===== src/rtl/ts_capture_unit.sv =====
module ts_capture_unit #(
  parameter int NPORT      = 5,
  parameter int WIDE_STAMP = 0,
  parameter int TW         = 64,
  parameter int AW         = $clog2(NPORT + 1)
) (
  input  logic             clk,
  input  logic             rst_n,
  input  logic [TW-1:0]    time_now,
  input  logic [NPORT-1:0] egr_strobe,
  input  logic             pin_in,
  input  logic             rd_en,
  input  logic [AW-1:0]    rd_addr,
  output logic [TW-1:0]    rd_data
);
  localparam int SB    = (WIDE_STAMP != 0) ? 32 : 24;
  localparam int TS_LO = (WIDE_STAMP != 0) ? 32 : 8;

  logic [SB-1:0]    stamp [NPORT];
  logic [NPORT-1:0] flag;
  logic [TW-1:0]    sync_ts;
  logic             pin_m, pin_s, pin_d;
  logic             pin_edge;

  assign pin_edge = pin_s ^ pin_d;

  always_ff @(posedge clk) begin
    if (!rst_n) begin
      pin_m   <= 1'b0;
      pin_s   <= 1'b0;
      pin_d   <= 1'b0;
      sync_ts <= '0;
    end else begin
      pin_m <= pin_in;
      pin_s <= pin_m;
      pin_d <= pin_s;
      if (pin_edge) sync_ts <= time_now;
    end
  end

  for (genvar p = 0; p < NPORT; p++) begin : g_port
    logic rd_hit;
    assign rd_hit = rd_en && (rd_addr == AW'(p));

    always_ff @(posedge clk) begin
      if (!rst_n) begin
        stamp[p] <= '0;
        flag[p]  <= 1'b0;
      end else if (egr_strobe[p]) begin
        stamp[p] <= time_now[SB-1:0];
        flag[p]  <= 1'b1;
      end else if (rd_hit) begin
        flag[p]  <= 1'b0;
      end
    end


    a_r2_capture: assert property (@(posedge clk) disable iff (!rst_n)
      egr_strobe[p] |=> flag[p] && stamp[p] == $past(time_now[SB-1:0]));

    a_r5_clear: assert property (@(posedge clk) disable iff (!rst_n)
      rd_hit && !egr_strobe[p] |=> !flag[p] && $stable(stamp[p]));
    a_r5_hold: assert property (@(posedge clk) disable iff (!rst_n)
      !rd_hit && !egr_strobe[p] |=> $stable(flag[p]) && $stable(stamp[p]));
  end

  always_comb begin
    rd_data = '0;
    if (rd_addr == AW'(NPORT)) rd_data = sync_ts;
    for (int i = 0; i < NPORT; i++) begin
      if (rd_addr == AW'(i)) begin
        rd_data[TS_LO +: SB] = stamp[i];
        rd_data[0]           = flag[i];
      end
    end
  end


  a_r7_latch: assert property (@(posedge clk) disable iff (!rst_n)
    pin_edge |=> sync_ts == $past(time_now));

  a_r8_stable: assert property (@(posedge clk) disable iff (!rst_n)
    !pin_edge |=> $stable(sync_ts));
endmodule


===== config.mk =====
export PLATFORM = sky130hd
export DESIGN_NAME = ts_capture_unit
export DESIGN_NICKNAME = d
export VERILOG_FILES = /design/src/rtl/ts_capture_unit.sv
export SDC_FILE = /design/constraint.sdc
export NUM_CORES = 1
export LEC_CHECK = 0
export BUFFER_PORTS_ARGS = -buffer_cell sky130_fd_sc_hd__buf_2
export CORE_ASPECT_RATIO = 1.1
export CORE_MARGIN = 4
export CORE_UTILIZATION = 45
export CTS_BUF_LIST = sky130_fd_sc_hd__clkbuf_2
export CTS_CLUSTER_DIAMETER = 80
export DETAILED_ROUTE_END_ITERATION = 6
export PLACE_DENSITY = 0.66
export REMOVE_ABC_BUFFERS = 1
export SLEW_MARGIN = 40
export SYNTH_ARGS = -nofsm -noshare
export SYNTH_HDL_FRONTEND = slang
export SYNTH_SLANG_ARGS = --single-unit

===== constraint.sdc =====
create_clock -name clk -period 3.9 [get_ports clk]
set_input_delay 0.585 -clock clk [delete_from_list [all_inputs] [get_ports clk]]
set_output_delay 0.585 -clock clk [all_outputs]
set_load 0.005 [all_outputs]

# Yosys cells after proc, flatten, opt, wreduce, memory -nomap -nowiden
# Memory sizes are Yosys's and may differ from the RTL's.
# Cells that the tools add are included.
# totals
register_bits	72
ram_bits	120
word_cells	74
mem_count	1
# classes
n_eq_ne	5
n_mux	42
bitwise	6
reduce_logical	11
# memory_table
memory	depth	width	read_ports	rd_ports_with_merged_regs	wr	line_no	text
stamp	5	24	5	0	5	19	logic [SB-1:0] stamp [NPORT];
# op_table
cell	count
24-bit two-way mux	10
64-bit two-way mux	1
1-bit two-way mux	31
2-bit nonzero test	5
3-bit by 2-bit equality test with 1-bit output (second input constant)	2
3-bit equality test (second input constant)	2
1-bit logical AND	5
1-bit bitwise OR	5
3-bit by 1-bit equality test with 1-bit output (second input constant)	1
3-bit zero test	1
1-bit XOR	1

# Logic depth before layout (Yosys ltp)
# depth
ltp_word	7
mapped_depth	7
depth_no_buf	3

# Worst setup path before layout
# OpenSTA, ideal clock, no wires.
# synth_timing
path_type	input-to-output
from	input port rd_addr[0]
to	output port rd_data[36]
arrival_time_ns	1.626
required_time_ns	3.315
slack_ns	1.689
path_stages	7
cell_sequence	buf_4 nand2b_1 buf_2 nor2_1 clkbuf_1 clkbuf_1 and2_1
# synth_via
elab_chain_len	2
# synth_rtl
item	line_no	text
from (decl)	13	input logic [AW-1:0] rd_addr,
3-bit equality test	69	if (rd_addr == AW'(NPORT)) rd_data = sync_ts;
64-bit two-way mux	69	
to (decl)	14	output logic [TW-1:0] rd_data
# Every way passes these cells.

# Worst setup path after layout
# layout_timing
from	input port rd_addr[0]
to	output port rd_data[19]
# layout_via
elab_chain_len	7
word_cells_on_any_way	12
classes_between	eq/ne: 5; mux: 6; reduce/logical: 1
# layout_rtl
item	line_no	text
3-bit equality test	69	
64-bit two-way mux	69	
24-bit two-way mux (4 in a row)	71	if (rd_addr == AW'(i)) begin
24-bit two-way mux *	71	
# Every way passes the cells marked *; elsewhere a longest branch is shown, timed or not.

==> results.cfg <==
[run_status]
run_status = finished clean

[setup_path]
crit_path_start_kind = primary input
critical_path.top_delay_family = buffers and inverters
cp_data_arrival_time_ns = 2.38
crit_end_element = output port
setup.reg_to_reg.worst_slack_ns = 1.98
worst-endpoint-required_ns = 3.31
worst-path-buf-inv = 4
worst-path-stages = 6
path_class = in -> out
timing.critical_path.fanout_max = 30
timing.critical_path.slowest_stage_cell = inv_1
timing.critical_path.cells = buf_2 -> inv_1 -> buf_4 -> o21ai_0 -> a221oi_1 -> buf_2
timing.rr.end = sync_ts[25]
timing.rr.start = pin_d
worstSetupStartpoint = rd_addr[0]
worst_path_most_repeated_cell = buf_2
critical-path-max-stage-delay_ns = 0.44
timing.critical_path.to = rd_data[19]
reg2regPathDepth = 4

[worst_hold_path]
hold_path_class = in -> reg

[logic_synthesis]
seq_area_frac_synth_pct = 59.4
syn_area_per_cell_um2 = 10.9
post_synth_instance_area_um2 = 8500
yosysWarnings = 0
netlist.top_cell.by_area = edfxtp_1
number_of_unique_standard_cell_types_used_by_synthesis = 32
netlist_instances = 780
yosys-top-cells-area = edfxtp_1 (42%), dfxtp_1 (17%), and3_1 (8.8%), nand2_1 (5.8%), a21boi_1 (5.3%)
synth_most_common_cell = nand2_1
synth_common_cells = nand2_1 (132), and3_1 (120), edfxtp_1 (120)
yosys.area.top_type_share_pct = 42.4
ys_dominant_reg_cell = edfxtp_1
synth_seq_cells = 192
async_reset_ff_share_pct = 0
count_of_flip_flops_with_a_built_in_enable_after_synthesis = 120

[die]
placeableCoreArea_um2 = 18500
die_area_um2 = 21200
ios = 140
fp.dieH_um = 152
fp.dieW_um = 139
initial_standard_cell_utilization_of_the_core_pct = 46.0
fp-row-count = 52

[route]
totalWireLength_mm = 22.9
met2RoutedLength_mm = 11.0
drc_errors = 0
wl_met3_mm = 1.63
detail_route.vias_per_cell = 5.53
initialDrtViolationCount = 629
via_count = 6592
routed.top_layer = met4
drt_first_pass_iters = 5
detail-route-antenna-nets = 0
route.detailed.wl_per_inst_um = 19.2
wl_met1_mm = 9.98

[pwr]
vdd_drop_max_mv = 0.181
power.switching_fraction_pct = 25.9
combPwrFrac_pct = 13.1
p_clk_share_pct = 28.0
power.leakage_nw = 4.41
p_int_mw = 2.95
cellPowerDensity_nw_per_um2 = 388
netSwitchingPower_mw = 1.03
pwr-share-seq_pct = 58.9
totalPowerFinal_mw = 3.98

[sta]
setup_violations = 0
min_period_over_period_pct = 75.9
timing.hold.ws_ns = 0.0614
max_slew.worst_pin.slew_ns = 0.846
layout_min_cycle_time_ns = 2.96
final-hold-violation-count = 0
rsz0062_at_grt = no
fmaxAchievable_mhz = 338
finClkSkew_ns = 0.0199
finalSetupTns_ns = 0
slew_headroom_pct = 43.6
timing_max_transition_violations_final = 0

[clock_tree]
tritoncts = built
cts_root_buf = clkbuf_2
cts.htree.levels = 4
cts.reportedPaths.clkPinSlew_ns = 0.25
post_cts_resize_count = 0
cts_sinks = 192
tritoncts.num_buffers = 17
clockBufferDepth = 2
insertion_delay_ns = 0.78

[place]
numPlacedInstances = 1102
place.gp.congestion = 0.731
port_buffers = 139
dp_hpwl_mm = 12.8

[layout]
fillerInstances = 1605
multi_input_comb_area_um2 = 3200
drive_above_1_share_pct = 23.0
finish.net_count = 1011
seqCellArea_um2 = 5040
syn2layout_area_growth_pct = 20.9
final_cell_count_no_fill = 1192

[global_routing]
grt_antenna_before_repair = 1
grt_overflow = 0
track_usage_pct = 21.4
pin_count_of_the_biggest_net_entering_global_routing = 100
grt_pass1_wl_mm = 36.1
grt_pass1_vias = 6588

[job]
max_cap_viol_count = 0
-- worst register-to-register path: stages, from the launching register on --
cell      delay, ns
dfxtp_1        0.46
xnor2_4        0.51
buf_4          0.60
nand2_1        0.12
a21boi_0       0.17
-- cell type report --
type | count | share of cell area, %
flip-flops and latches | 192 | 49.1
well taps | 243 | 2.96
clock inverters | 14 | 1.85
repair buffers | 212 | 14.0
clock buffers | 18 | 0.876
diodes | 1 | 0.0243
multi-input cells | 508 | 31.1
inverters | 4 | 0.146
-- sequential cells by signal (all words and copies together) (netlist names) --
signal and flops:
stamp 120, pin_d 1, flag 5, pin_m 1
sync_ts 64, pin_s 1
-- worst min path at each step --
stage                     slack, ns     endpoint  depth (start not counted)    startpoint
final                          0.06  sync_ts[15]                          3  time_now[15]
after CTS                    0.0007  sync_ts[22]                          3  time_now[22]
after floorplan                0.41        pin_s                          1         pin_m
after global routing         0.0002  sync_ts[16]                          3  time_now[16]
after global placement         0.42        pin_s                          1         pin_m
after detailed placement       0.43        pin_s                          1         pin_m
-- timing repair --
action,CTS,global route
buffers inserted,0,0
hold buffers,50,6
endpoints found under the hold margin,50,6
-- stage by stage --
step | cell area [um2] | setup slack [ns] | utilization, %
2_1_floorplan | 8200 | 0.812 | -
3_3_place_gp | 9380 | 0.943 | 50.8
3_5_place_dp | 9380 | 0.890 | 50.8
4_1_cts | 10200 | 0.898 | 55.0
5_1_grt | 10300 | 0.852 | 55.6
6_report | 10300 | 0.939 | 55.6
-- cells in the final DEF, fill, tap and decap left out, types with 23 or more instances in the layout --
| cell | n |
|---|---|
| o21ai_0 | 28 |
| a21boi_1 | 60 |
| a221oi_1 | 23 |
| and3_1 | 120 |
| edfxtp_1 | 120 |
| buf_2 | 138 |
| and2_1 | 42 |
| dfxtp_1 | 72 |
| nand2_1 | 132 |
| mux2_2 | 23 |
| o32ai_1 | 23 |
| dlygate4sd3_1 | 56 |
| o22ai_1 | 23 |
-- metal layers --
layer	global-route usage [%]	up-vias
met3	5.56	20
met4	4.99	0
li1	-	3155
met2	35.8	223
met1	28.2	3194
met5	0	-
-- kinds of logic (layout without fill, tap and decap cells) --
| logic type | count (synthesis) | after routing | share of synthesized area, % |
|---|---|---|---|
| buf+inv | 80 | 248 | 3.68 |
| flops | 192 | 192 | 59.4 |
| mux | 26 | 26 | 3.40 |
| compound gates | 172 | 172 | 14.7 |
| simple gates | 308 | 308 | 18.6 |
| other cells | 0 | 1 | 0 |
| xor+xnor | 2 | 2 | 0.206 |
-- power groups by stage --
stage / logic, mW / registers, mW / clock network, mW
floorplan: 0.232 / 2.38 / 0
global placement: 0.464 / 2.39 / 0
detailed placement: 0.469 / 2.39 / 0
CTS: 0.509 / 2.35 / 1.14
global route: 0.573 / 2.36 / 1.22
finish: 0.520 / 2.35 / 1.12
(Power assumes the default switching activity.)
